File: config.mk
export PLATFORM = sky130hd
export DESIGN_NAME = fw_image_loader
export DESIGN_NICKNAME = d
export VERILOG_FILES = /design/src/rtl/ldr_pkg.sv /design/src/rtl/ldr_parser.sv /design/src/rtl/ldr_packer.sv /design/src/rtl/fw_image_loader.sv
export SDC_FILE = /design/constraint.sdc
export NUM_CORES = 1
export LEC_CHECK = 0
export BUFFER_PORTS_ARGS = -buffer_cell sky130_fd_sc_hd__buf_2
export CELL_PAD_IN_SITES_DETAIL_PLACEMENT = 1
export CELL_PAD_IN_SITES_GLOBAL_PLACEMENT = 1
export CORE_MARGIN = 10
export CORE_UTILIZATION = 45
export CTS_CLUSTER_DIAMETER = 40
export DETAILED_ROUTE_END_ITERATION = 6
export PLACE_DENSITY = 0.79
export SLEW_MARGIN = 20
export SYNTH_ARGS = -nofsm -noshare
export SYNTH_HDL_FRONTEND = slang
export SYNTH_SLANG_ARGS = --single-unit
File: constraint.sdc
create_clock -name clk -period 4.5 [get_ports clk]
set_input_delay 0.9 -clock clk [delete_from_list [all_inputs] [get_ports clk]]
set_output_delay 0.9 -clock clk [all_outputs]
set_load 0.01 [all_outputs]
File: src/rtl/ldr_pkg.sv
package ldr_pkg;

  typedef enum logic [1:0] {
    RGN_FLASH = 2'd0,
    RGN_DRAM  = 2'd1,
    RGN_IRAM  = 2'd2
  } region_e;

  localparam logic [7:0]  IMG_MAGIC       = 8'hE9;
  localparam int          IMG_HDR_BYTES   = 24;
  localparam int          SEG_HDR_BYTES   = 8;
  localparam int          NUM_WINDOWS     = 4;

  localparam logic [31:0] FLASH_CODE_BASE = 32'h4200_0000;
  localparam logic [31:0] FLASH_DATA_BASE = 32'h3C00_0000;
  localparam logic [31:0] DRAM_BASE       = 32'h3FC8_0000;
  localparam logic [31:0] IRAM_BASE       = 32'h4037_C000;

  typedef enum logic [2:0] {
    P_SKIP, P_HDR, P_SEGH, P_DATA, P_DRAIN, P_DONE, P_FAIL
  } pstate_e;

endpackage

File: src/rtl/ldr_parser.sv
module ldr_parser
  import ldr_pkg::*;
#(
  parameter int SKIP_BYTES  = 65536,
  parameter int FLASH_BYTES = 4194304,
  parameter int DRAM_BYTES  = 393216,
  parameter int IRAM_BYTES  = 393216,
  parameter int OFF_W       = 22
) (
  input  logic             clk,
  input  logic             rst,
  input  logic             in_valid,
  input  logic [7:0]       in_byte,
  input  logic             pack_ok,
  input  logic             pack_idle,
  output logic             in_ready,
  output logic             byte_fire,
  output region_e          byte_rgn,
  output logic [OFF_W-1:0] byte_off,
  output logic             byte_last,
  output logic             done,
  output logic             fail,
  output logic [31:0]      entry_pc
);

  localparam logic [31:0] SKIP_LAST = (SKIP_BYTES > 0) ? 32'(SKIP_BYTES - 1) : 32'd0;
  localparam logic [31:0] HDR_LAST  = 32'(IMG_HDR_BYTES - 1);
  localparam logic [31:0] SEGH_LAST = 32'(SEG_HDR_BYTES - 1);
  localparam pstate_e     ST_INIT   = (SKIP_BYTES > 0) ? P_SKIP : P_HDR;

  localparam logic [31:0] WBASE [NUM_WINDOWS] =
    '{FLASH_CODE_BASE, FLASH_DATA_BASE, DRAM_BASE, IRAM_BASE};
  localparam logic [31:0] WSIZE [NUM_WINDOWS] =
    '{32'(FLASH_BYTES), 32'(FLASH_BYTES), 32'(DRAM_BYTES), 32'(IRAM_BYTES)};
  localparam region_e     WRGN  [NUM_WINDOWS] =
    '{RGN_FLASH, RGN_FLASH, RGN_DRAM, RGN_IRAM};

  pstate_e     st;
  logic [31:0] cnt;
  logic [7:0]  seg_left;
  logic [31:0] cur_addr;
  logic [23:0] len_lo;
  logic [31:0] entry_q;
  logic        accept;
  logic        dec_hit;

  logic [31:0]            wdiff [NUM_WINDOWS];
  logic [NUM_WINDOWS-1:0] whit;

  // One comparator per address window.
  for (genvar k = 0; k < NUM_WINDOWS; k++) begin : g_win
    assign wdiff[k] = cur_addr - WBASE[k];
    assign whit[k]  = (wdiff[k] < WSIZE[k]);
  end

  always_comb begin
    dec_hit  = 1'b0;
    byte_rgn = RGN_FLASH;
    byte_off = '0;
    for (int k = NUM_WINDOWS - 1; k >= 0; k--) begin
      if (whit[k]) begin
        dec_hit  = 1'b1;
        byte_rgn = WRGN[k];
        byte_off = wdiff[k][OFF_W-1:0];
      end
    end
  end

  assign in_ready  = pack_ok && (st == P_SKIP || st == P_HDR || st == P_SEGH || st == P_DATA);
  assign accept    = in_valid && in_ready;
  assign byte_fire = accept && (st == P_DATA) && dec_hit;
  assign byte_last = (cnt == 32'd1);
  assign done      = (st == P_DONE);
  assign fail      = (st == P_FAIL);
  assign entry_pc  = entry_q;

  always_ff @(posedge clk) begin
    if (rst) begin
      st       <= ST_INIT;
      cnt      <= '0;
      seg_left <= '0;
      cur_addr <= '0;
      len_lo   <= '0;
      entry_q  <= '0;
    end else begin
      case (st)
        P_SKIP: if (accept) begin
          if (cnt == SKIP_LAST) begin
            st  <= P_HDR;
            cnt <= '0;
          end else begin
            cnt <= cnt + 32'd1;
          end
        end
        P_HDR: if (accept) begin
          case (cnt[4:0])
            5'd1: seg_left <= in_byte;
            5'd4: entry_q[7:0]   <= in_byte;
            5'd5: entry_q[15:8]  <= in_byte;
            5'd6: entry_q[23:16] <= in_byte;
            5'd7: entry_q[31:24] <= in_byte;
            default: ;
          endcase
          if (cnt == 32'd0 && in_byte != IMG_MAGIC) begin
            st <= P_FAIL;
          end else if (cnt == HDR_LAST) begin
            cnt <= '0;
            st  <= (seg_left == 8'd0) ? P_DRAIN : P_SEGH;
          end else begin
            cnt <= cnt + 32'd1;
          end
        end
        P_SEGH: if (accept) begin
          case (cnt[2:0])
            3'd0: cur_addr[7:0]   <= in_byte;
            3'd1: cur_addr[15:8]  <= in_byte;
            3'd2: cur_addr[23:16] <= in_byte;
            3'd3: cur_addr[31:24] <= in_byte;
            3'd4: len_lo[7:0]     <= in_byte;
            3'd5: len_lo[15:8]    <= in_byte;
            3'd6: len_lo[23:16]   <= in_byte;
            default: ;
          endcase
          if (cnt == SEGH_LAST) begin
            seg_left <= seg_left - 8'd1;
            if ({in_byte, len_lo} == 32'd0) begin
              cnt <= '0;
              st  <= (seg_left == 8'd1) ? P_DRAIN : P_SEGH;
            end else begin
              cnt <= {in_byte, len_lo};
              st  <= P_DATA;
            end
          end else begin
            cnt <= cnt + 32'd1;
          end
        end
        P_DATA: if (accept) begin
          if (!dec_hit) begin
            st <= P_FAIL;
          end else begin
            cur_addr <= cur_addr + 32'd1;
            if (cnt == 32'd1) begin
              cnt <= '0;
              st  <= (seg_left == 8'd0) ? P_DRAIN : P_SEGH;
            end else begin
              cnt <= cnt - 32'd1;
            end
          end
        end
        P_DRAIN: if (pack_idle) st <= P_DONE;
        default: ;
      endcase
    end
  end

endmodule

File: src/rtl/ldr_packer.sv
module ldr_packer
  import ldr_pkg::*;
#(
  parameter int OFF_W = 22
) (
  input  logic             clk,
  input  logic             rst,
  input  logic             byte_fire,
  input  region_e          byte_rgn,
  input  logic [OFF_W-1:0] byte_off,
  input  logic             byte_last,
  input  logic [7:0]       byte_data,
  input  logic             wr_ready,
  output logic             pack_ok,
  output logic             pack_idle,
  output logic             wr_valid,
  output logic [1:0]       wr_region,
  output logic [OFF_W-3:0] wr_addr,
  output logic [31:0]      wr_data,
  output logic [3:0]       wr_strb
);

  logic [31:0] acc_data, mrg_data;
  logic [3:0]  acc_strb, mrg_strb;
  logic [1:0]  lane;
  logic        flush;

  assign lane = byte_off[1:0];

  for (genvar g = 0; g < 4; g++) begin : g_lane
    assign mrg_data[8*g +: 8] = (lane == 2'(g)) ? byte_data : acc_data[8*g +: 8];
    assign mrg_strb[g]        = (lane == 2'(g)) | acc_strb[g];
  end

  assign flush     = byte_fire && (lane == 2'd3 || byte_last);
  assign pack_ok   = !(wr_valid && !wr_ready);
  assign pack_idle = !wr_valid;

  always_ff @(posedge clk) begin
    if (rst) begin
      wr_valid  <= 1'b0;
      wr_region <= '0;
      wr_addr   <= '0;
      wr_data   <= '0;
      wr_strb   <= '0;
      acc_data  <= '0;
      acc_strb  <= '0;
    end else begin
      if (wr_valid && wr_ready) wr_valid <= 1'b0;
      if (flush) begin
        wr_valid  <= 1'b1;
        wr_region <= byte_rgn;
        wr_addr   <= byte_off[OFF_W-1:2];
        wr_data   <= mrg_data;
        wr_strb   <= mrg_strb;
        acc_data  <= '0;
        acc_strb  <= '0;
      end else if (byte_fire) begin
        acc_data  <= mrg_data;
        acc_strb  <= mrg_strb;
      end
    end
  end

endmodule

File: src/rtl/fw_image_loader.sv
module fw_image_loader
  import ldr_pkg::*;
#(
  parameter int SKIP_BYTES  = 65536,
  parameter int FLASH_BYTES = 4194304,
  parameter int DRAM_BYTES  = 393216,
  parameter int IRAM_BYTES  = 393216,
  localparam int MAX_BYTES  = (FLASH_BYTES > DRAM_BYTES)
                              ? ((FLASH_BYTES > IRAM_BYTES) ? FLASH_BYTES : IRAM_BYTES)
                              : ((DRAM_BYTES > IRAM_BYTES) ? DRAM_BYTES : IRAM_BYTES),
  localparam int OFF_W      = $clog2(MAX_BYTES),
  localparam int WA_W       = OFF_W - 2
) (
  input  logic            clk,
  input  logic            rst,
  input  logic            in_valid,
  input  logic [7:0]      in_data,
  output logic            in_ready,
  output logic            wr_valid,
  input  logic            wr_ready,
  output logic [1:0]      wr_region,
  output logic [WA_W-1:0] wr_addr,
  output logic [31:0]     wr_data,
  output logic [3:0]      wr_strb,
  output logic            load_done,
  output logic            load_error,
  output logic [31:0]     entry_pc
);

  logic             pack_ok, pack_idle;
  logic             byte_fire, byte_last;
  region_e          byte_rgn;
  logic [OFF_W-1:0] byte_off;

  ldr_parser #(
    .SKIP_BYTES (SKIP_BYTES),
    .FLASH_BYTES(FLASH_BYTES),
    .DRAM_BYTES (DRAM_BYTES),
    .IRAM_BYTES (IRAM_BYTES),
    .OFF_W      (OFF_W)
  ) i_parser (
    .clk      (clk),
    .rst      (rst),
    .in_valid (in_valid),
    .in_byte  (in_data),
    .pack_ok  (pack_ok),
    .pack_idle(pack_idle),
    .in_ready (in_ready),
    .byte_fire(byte_fire),
    .byte_rgn (byte_rgn),
    .byte_off (byte_off),
    .byte_last(byte_last),
    .done     (load_done),
    .fail     (load_error),
    .entry_pc (entry_pc)
  );

  ldr_packer #(
    .OFF_W(OFF_W)
  ) i_packer (
    .clk      (clk),
    .rst      (rst),
    .byte_fire(byte_fire),
    .byte_rgn (byte_rgn),
    .byte_off (byte_off),
    .byte_last(byte_last),
    .byte_data(in_data),
    .wr_ready (wr_ready),
    .pack_ok  (pack_ok),
    .pack_idle(pack_idle),
    .wr_valid (wr_valid),
    .wr_region(wr_region),
    .wr_addr  (wr_addr),
    .wr_data  (wr_data),
    .wr_strb  (wr_strb)
  );

endmodule

# After elaboration in Yosys (flattened, before gate mapping)

Cells that the tools add are included.

Bits in registers: 226
Input bits: 12
Output and inout port bits: 94
Logic and storage cells: 177

Add/sub/neg operators: 8
Order comparisons: 4
Eq/ne operators: 42
Multiplexer cells: 58
Bitwise gates (word level): 4
Reductions and logical operators: 40

Operators with widths:

| cell                                                                    | count |
|---|---|
| 32-bit 2-to-1 mux                                                       | 14 |
| 32-bit one-hot mux with 4 select lines                                  | 1 |
| 8-bit 2-to-1 mux                                                        | 12 |
| 22-bit 2-to-1 mux                                                       | 4 |
| 32-bit by 1-bit adder with 32-bit output, second input constant         | 2 |
| 32-bit zero test                                                        | 2 |
| 32-bit by 19-bit < comparator with 1-bit output, second input constant  | 2 |
| 32-bit by 23-bit < comparator with 1-bit output, second input constant  | 2 |
| 32-bit one-hot mux with 2 select lines                                  | 1 |
| 32-bit by 30-bit subtractor with 32-bit output, second input constant   | 2 |
| 32-bit by 31-bit subtractor with 32-bit output, second input constant   | 2 |
| 3-bit 2-to-1 mux                                                        | 14 |
| 32-bit by 1-bit equality test with 1-bit output, second input constant  | 1 |
| 32-bit by 16-bit equality test with 1-bit output, second input constant | 1 |
| 32-bit by 3-bit equality test with 1-bit output, second input constant  | 1 |
| 32-bit by 5-bit equality test with 1-bit output, second input constant  | 1 |
| 32-bit by 1-bit subtractor with 32-bit output, second input constant    | 1 |
| 5-bit AND reduction                                                     | 5 |
| 3-bit AND reduction                                                     | 7 |
| 5-bit by 3-bit equality test with 1-bit output, second input constant   | 4 |
| 3-bit equality test, second input constant                              | 6 |
| 2-bit != test, second input constant                                    | 9 |
| 8-bit one-hot mux with 2 select lines                                   | 1 |
| 3-bit one-hot mux with 5 select lines                                   | 1 |
| other kinds (26)                                                        | 60 |

# Logic depth before layout (Yosys ltp)

Depth in word-level cells: 10
Depth in mapped cells: 14
Gate-level depth less buffers: 10

# Hierarchy

Synthesis repeated with hierarchy kept, for this count alone.

Cells, all modules: 1652
Area total of the unflattened synthesis: 13023.7 um^2

By module, submodules not included:

| module     | instances | cells each | area each (um^2) | sequential area each (um^2) |
|---|---|---|---|---|
| ldr_parser | 1         | 1232       | 9032.4           | 2622.5 |
| ldr_packer | 1         | 420        | 3991.3           | 1901.8 |

# Worst setup path before layout

OpenSTA, ideal clock, no wires.

Kind: register to register
Start point: register i_parser.cur_addr[19]
End point: register i_packer.wr_region[0]
Library setup time: 73 ps
Data arrival time: 3070 ps
Required time: 4427 ps
Setup slack: 1357 ps
Cell stages (with the launch flop): 14
Buffers on the path: 3
Clock period less this slack: 3143 ps
Cells stage by stage: dfxtp_1 clkbuf_1 inv_1 ha_1 nor2b_1 o311ai_0 a21oi_1 o2111ai_1 nand2_1 o21ai_2 o21a_1 buf_2 buf_2 o2bb2ai_1

Word-level cells in the longest chain between the ends: 9
Elaborated cells on any way between the ends: 23
Classes of those cells: 4 x add/sub; 4 x order compare; 1 x eq/ne; 11 x mux; 3 x reduce/logical

Ends and longest elaborated chain:

| what                                            | RTL line          | source |
|---|---|---|
| from (decl)                                     | ldr_parser.sv:41  | `logic [31:0] cur_addr;` |
| from (signal assigned)                          | ldr_parser.sv:117 | `3'd2: cur_addr[23:16] <= in_byte;` |
| from (signal assigned)                          | ldr_parser.sv:141 | `cur_addr <= cur_addr + 32'd1;` |
| 32-bit by 31-bit subtractor with 32-bit output  | ldr_parser.sv:52  | `assign wdiff[k] = cur_addr - WBASE[k];` |
| 32-bit by 19-bit < comparator with 1-bit output | ldr_parser.sv:53  | `assign whit[k] = (wdiff[k] < WSIZE[k]);` |
| 22-bit 2-to-1 mux (4 in series)                 | ldr_parser.sv:61  | `if (whit[k]) begin` |
| 2-bit equality test                             | ldr_packer.sv:35  | `assign flush = byte_fire && (lane == 2'd3 \|\| byte_last);` |
| 1-bit logical OR                                | ldr_packer.sv:35  |  |
| 1-bit logical AND                               | ldr_packer.sv:35  |  |
| to (signal assigned)                            | ldr_packer.sv:52  | `wr_region <= byte_rgn;` |
| to (decl)                                       | ldr_packer.sv:17  | `output logic [1:0] wr_region,` |

Parallel ways exist; a longest one is shown, timed or not.
A chain may end at the register's enable or synchronous reset.

# Final worst setup path

Start point: register i_parser.cur_addr[19]
End point: register i_parser.cnt[24]

Word-level cells in the longest chain between the ends: 8
Elaborated cells on any way between the ends: 14
Classes of those cells: 4 x add/sub; 4 x order compare; 1 x eq/ne; 4 x mux; 1 x reduce/logical

Ends and longest elaborated chain:

| what                                                          | RTL line          | source |
|---|---|---|
| 32-bit by 31-bit subtractor with 32-bit output                | ldr_parser.sv:52  |  |
| 32-bit by 19-bit < comparator with 1-bit output               | ldr_parser.sv:53  |  |
| 1-bit 2-to-1 mux (3 in series)                                | ldr_parser.sv:61  |  |
| 1-bit 2-to-1 mux (*)                                          | ldr_parser.sv:61  |  |
| 2-bit by 1-bit != test with 1-bit output (no source line) (*) | n/a               |  |
| 7-bit AND reduction (no source line) (*)                      | n/a               |  |
| to (signal assigned)                                          | ldr_parser.sv:92  | `cnt <= cnt + 32'd1;` |
| to (signal assigned)                                          | ldr_parser.sv:110 | `cnt <= cnt + 32'd1;` |
| to (signal assigned)                                          | ldr_parser.sv:130 | `cnt <= {in_byte, len_lo};` |
| to (decl)                                                     | ldr_parser.sv:39  | `logic [31:0] cnt;` |

Mark *: on every way between the ends. The rest lies on a longest branch, timed or not.

==> out/metrics.yaml <==
run_status:
  status: "complete, no violations"
sta:
  finalSetupTns_ps: 0
  whs_ps: 453
  finalSetupViolCount: 0
  final_hold_viol_count: 0
  worst_max_slew_margin_expressed_relative_to_the_limit: 0.230
  clock-skew-final_ps: 23.1
  final_period_minus_worst_setup_slack_ps: 3780
  finalMaxSlewViolations: 0
  worst_slew_pin_slew_ps: 1150
  max_freq_ghz: 0.264
  share_of_the_cycle_needed_by_the_critical_path_after_routing: 0.840
  grt_setup_unrepaired: "no"
setup_path:
  critical_path.most_common_cell: "a21oi_1"
  startpoint_kind_of_the_worst_setup_timing_path: "register"
  r2r_cells: 11
  crit_required_ps: 4830
  worst_ep_arrival_time_ps: 4120
  worst_r2r_endpoint: "i_parser.cnt[24]$_SDFFE_PP0P_"
  worstSetupPathType: "register to register"
  critical_path.endpoint_type: "register"
  setup_slack_of_the_most_critical_reg_to_reg_path_ps: 720
  worst_path_max_delay_cell: "a31o_2"
  path_max_fanout: 44
  r2r-start: "i_parser.cur_addr[19]$_SDFFE_PP0P_"
  timing.critical_path.cells: "inv_1 > ha_1 > nor2b_1 > o311ai_0 > a21oi_1 > o2111ai_1 > and2_1 > a31o_2 > buf_12 > o21bai_1 > a21oi_1"
  worst_stage_delay_on_the_critical_path_ps: 580
drt:
  drcViolationCount: 0
  route.detailed.vias_per_inst: 6.35
  first_iter_violations: 977
  remaining_number_of_nets_flagged_by_the_antenna_check_after_routing: 0
  totalWireLength_um: 43400
  first_pass_iters: 5
  via_count: 12200
  detail_route.wl_per_cell_um: 22.7
global_routing:
  grt-ovfl-total: 0
  grt_start_max_net_pins: 91
  first_global_vias: 12400
  gr_layer_usage_met2: 0.399
  grt_use_met3: 0.0433
  grt_pass1_wl_um: 69400
  groute.layer.met1.usage: 0.334
  groute.usage.overall: 0.249
  grt_antenna_before_repair: 0
  grt.busiest_layer: "met2"
synth:
  synth-edff-count: 0
  syn-cell-area_um2: 12200
  seq_area_frac_synth: 0.370
  synthesis_warnings: 0
  synth_async_sr_flop_share: 0
  ys_dominant_reg_cell: "dfxtp_1"
  yosysUniqueCellTypes: 81
  synth_seq_cells: 226
  syn_area_per_cell_um2: 8.10
  syn-instance-count: 1510
  postSynthNetCount: 1538
cells_and_area:
  layout_nets: 1576
  drive_above_1_share: 0.151
  seq_area_um2: 4520
  num_antenna_cells: 0
  area_growth_pct: 14.9
  area_of_combinational_cells_with_multiple_inputs_um2: 7020
  finalCoreUtilization: 0.523
  fillerInstances: 3280
power_and_ir_drop:
  pwr_density_cell_nw_per_um2: 353
  power.static_leakage_nw: 5.58
  power.ir.vdd_worst_v: 0.000264
floorplanning:
  start_util: 0.455
  die-area_um2: 34200
  die_w_um: 185
  num_io_pins: 106
  core-area_um2: 26900
  std_cell_rows: 60
  die_height_um: 185
worst_hold_path:
  worstHoldEndpoint: "i_parser.entry_pc[14]$_SDFFE_PP0P_"
  hold_path.class: "register to register"
  timing.hold.worst_path_depth: 2
  min-delay-start: "i_parser.entry_pc[14]$_SDFFE_PP0P_"
placement:
  dp.final_hpwl_um: 28400
  globalplace.congestion: 0.909
  io_buffer_count: 105
clock_tree:
  cts-resized-gates: 0
  ctsHoldBuffers: 0
  worstSkewPairLatency_ps: 520
  cts.sink_count: 226
  htreeDepth: 2
  clk_pin_slew_ps: 60
  number_of_setup_buffers_added_after_cts: 0
  cts_made_buffers: 36
  cts.path.max_buffers: 3
  root_buffer: "clkbuf_16"
  tritoncts_clock_tree: "built"
job:
  cap_violations: 0
## where the power goes
group,switching (W),internal (W),total (W)
Sequential,0.00000564,0.00200,0.00201
Combinational,0.000185,0.0000687,0.000254
Clock,0.00102,0.00167,0.00269
Total,0.00122,0.00374,0.00496
## worst max-delay path: cells and delay by family, from the launching register on
| kind | cells | cell delay [ps] |
|---|---|---|
| adders and majority gates | 1 | 260 |
| DFF | 1 | 530 |
| buffers and inverters | 2 | 440 |
| AOI/OAI and AO/OA | 6 | 1670 |
| and+or+nand+nor | 2 | 680 |
## registers in the layout (all words and copies together), names as in the netlist
name	count
i_packer.acc_data	32
i_packer.wr_data	32
i_parser.cnt	32
i_parser.cur_addr	32
i_parser.entry_pc	32
i_parser.len_lo	24
i_packer.wr_addr	20
i_parser.seg_left	8
i_packer.acc_strb	4
i_packer.wr_strb	4
i_parser.st	3
i_packer.wr_region	2
i_packer.wr_valid	1
## cell usage after synthesis (15+ instances only)
library cell | n | area share
clkbuf_1 | 103 | 0.032
nor2_1 | 154 | 0.047
a22o_1 | 25 | 0.018
mux2i_1 | 78 | 0.064
a22oi_1 | 15 | 0.0092
dfxtp_1 | 226 | 0.37
a21oi_1 | 128 | 0.052
nand2_1 | 150 | 0.046
nand3_1 | 80 | 0.033
nor4_1 | 20 | 0.010
xnor2_1 | 16 | 0.011
o2bb2ai_1 | 39 | 0.028
buf_2 | 17 | 0.0070
ha_1 | 16 | 0.016
o32ai_1 | 27 | 0.019
o21ai_0 | 54 | 0.022
a21o_1 | 17 | 0.010
nand4_1 | 23 | 0.012
inv_1 | 24 | 0.0074
nor3_1 | 40 | 0.016
xor2_1 | 16 | 0.011
or3_1 | 20 | 0.010
## logic make-up (layout without fill, tap and decap cells)
kind of cell,after synthesis,after routing,synth area share
AO/OA/AOI/OAI,421,421,0.241
XOR/XNOR,32,32,0.0229
adder cells (fa/ha/maj),16,16,0.0164
buffers and inverters,166,230,0.0581
flip-flops,226,226,0.370
multiplexers,78,78,0.0638
AND/OR/NAND/NOR,571,571,0.228
## metal layers
metal	share of wire	routed length (µm)
met5	0	0
met1	0.46	19900
met3	0.056	2440
met4	0.025	1080
met2	0.46	20000
## layout make-up
| class | instances | share of cell area |
|---|---|---|
| clock buffers | 42 | 0.0687 |
| clock inverters | 22 | 0.0145 |
| inverters | 26 | 0.00695 |
| multi-input cells | 1118 | 0.500 |
| flip-flops and latches | 226 | 0.322 |
| well taps | 341 | 0.0304 |
| repair buffers | 140 | 0.0575 |
## per-stage QoR
step	worst slack, ps	total power, W	std cells	area, µm²
2_1_floorplan	1360	0.00221	1510	12200
3_3_place_gp	907	0.00230	1849	12900
3_5_place_dp	729	0.00230	1849	12900
4_1_cts	720	0.00499	1913	14000
5_1_grt	443	0.00510	1915	14000
6_report	719	0.00496	1915	14000
## cell usage in the layout, fill, tap and decap left out, types with 15 or more instances in the layout
cell / n
or3_1: 20
xor2_1: 16
nand2_1: 150
a21o_1: 17
buf_4: 33
clkbuf_16: 37
ha_1: 16
xnor2_1: 16
mux2i_1: 78
a22oi_1: 15
buf_2: 105
nor4_1: 20
nand4_1: 23
a21oi_1: 128
nor3_1: 40
o2bb2ai_1: 39
inv_1: 24
a22o_1: 25
o21ai_0: 52
nor2_1: 154
o32ai_1: 27
nand3_1: 80
dfxtp_1: 226
## how the worst max path moves through the flow
stage | from | end | slack, ps
floorplan | i_parser.cur_addr[19]$_SDFFE_PP0P_ | i_packer.wr_region[0]$_SDFFE_PP0P_ | 1360
global placement | i_parser.cur_addr[21]$_SDFFE_PP0P_ | i_parser.cnt[19]$_SDFFE_PP0P_ | 910
detailed placement | i_parser.cur_addr[19]$_SDFFE_PP0P_ | i_packer.acc_data[13]$_SDFFE_PP0P_ | 730
CTS | i_parser.cur_addr[19]$_SDFFE_PP0P_ | i_packer.acc_data[10]$_SDFFE_PP0P_ | 720
global route | i_parser.cur_addr[25]$_SDFFE_PP0P_ | i_parser.cnt[24]$_SDFFE_PP0P_ | 440
finish | i_parser.cur_addr[19]$_SDFFE_PP0P_ | i_parser.cnt[24]$_SDFFE_PP0P_ | 720
Note: power is estimated with default switching activity, not from simulation.
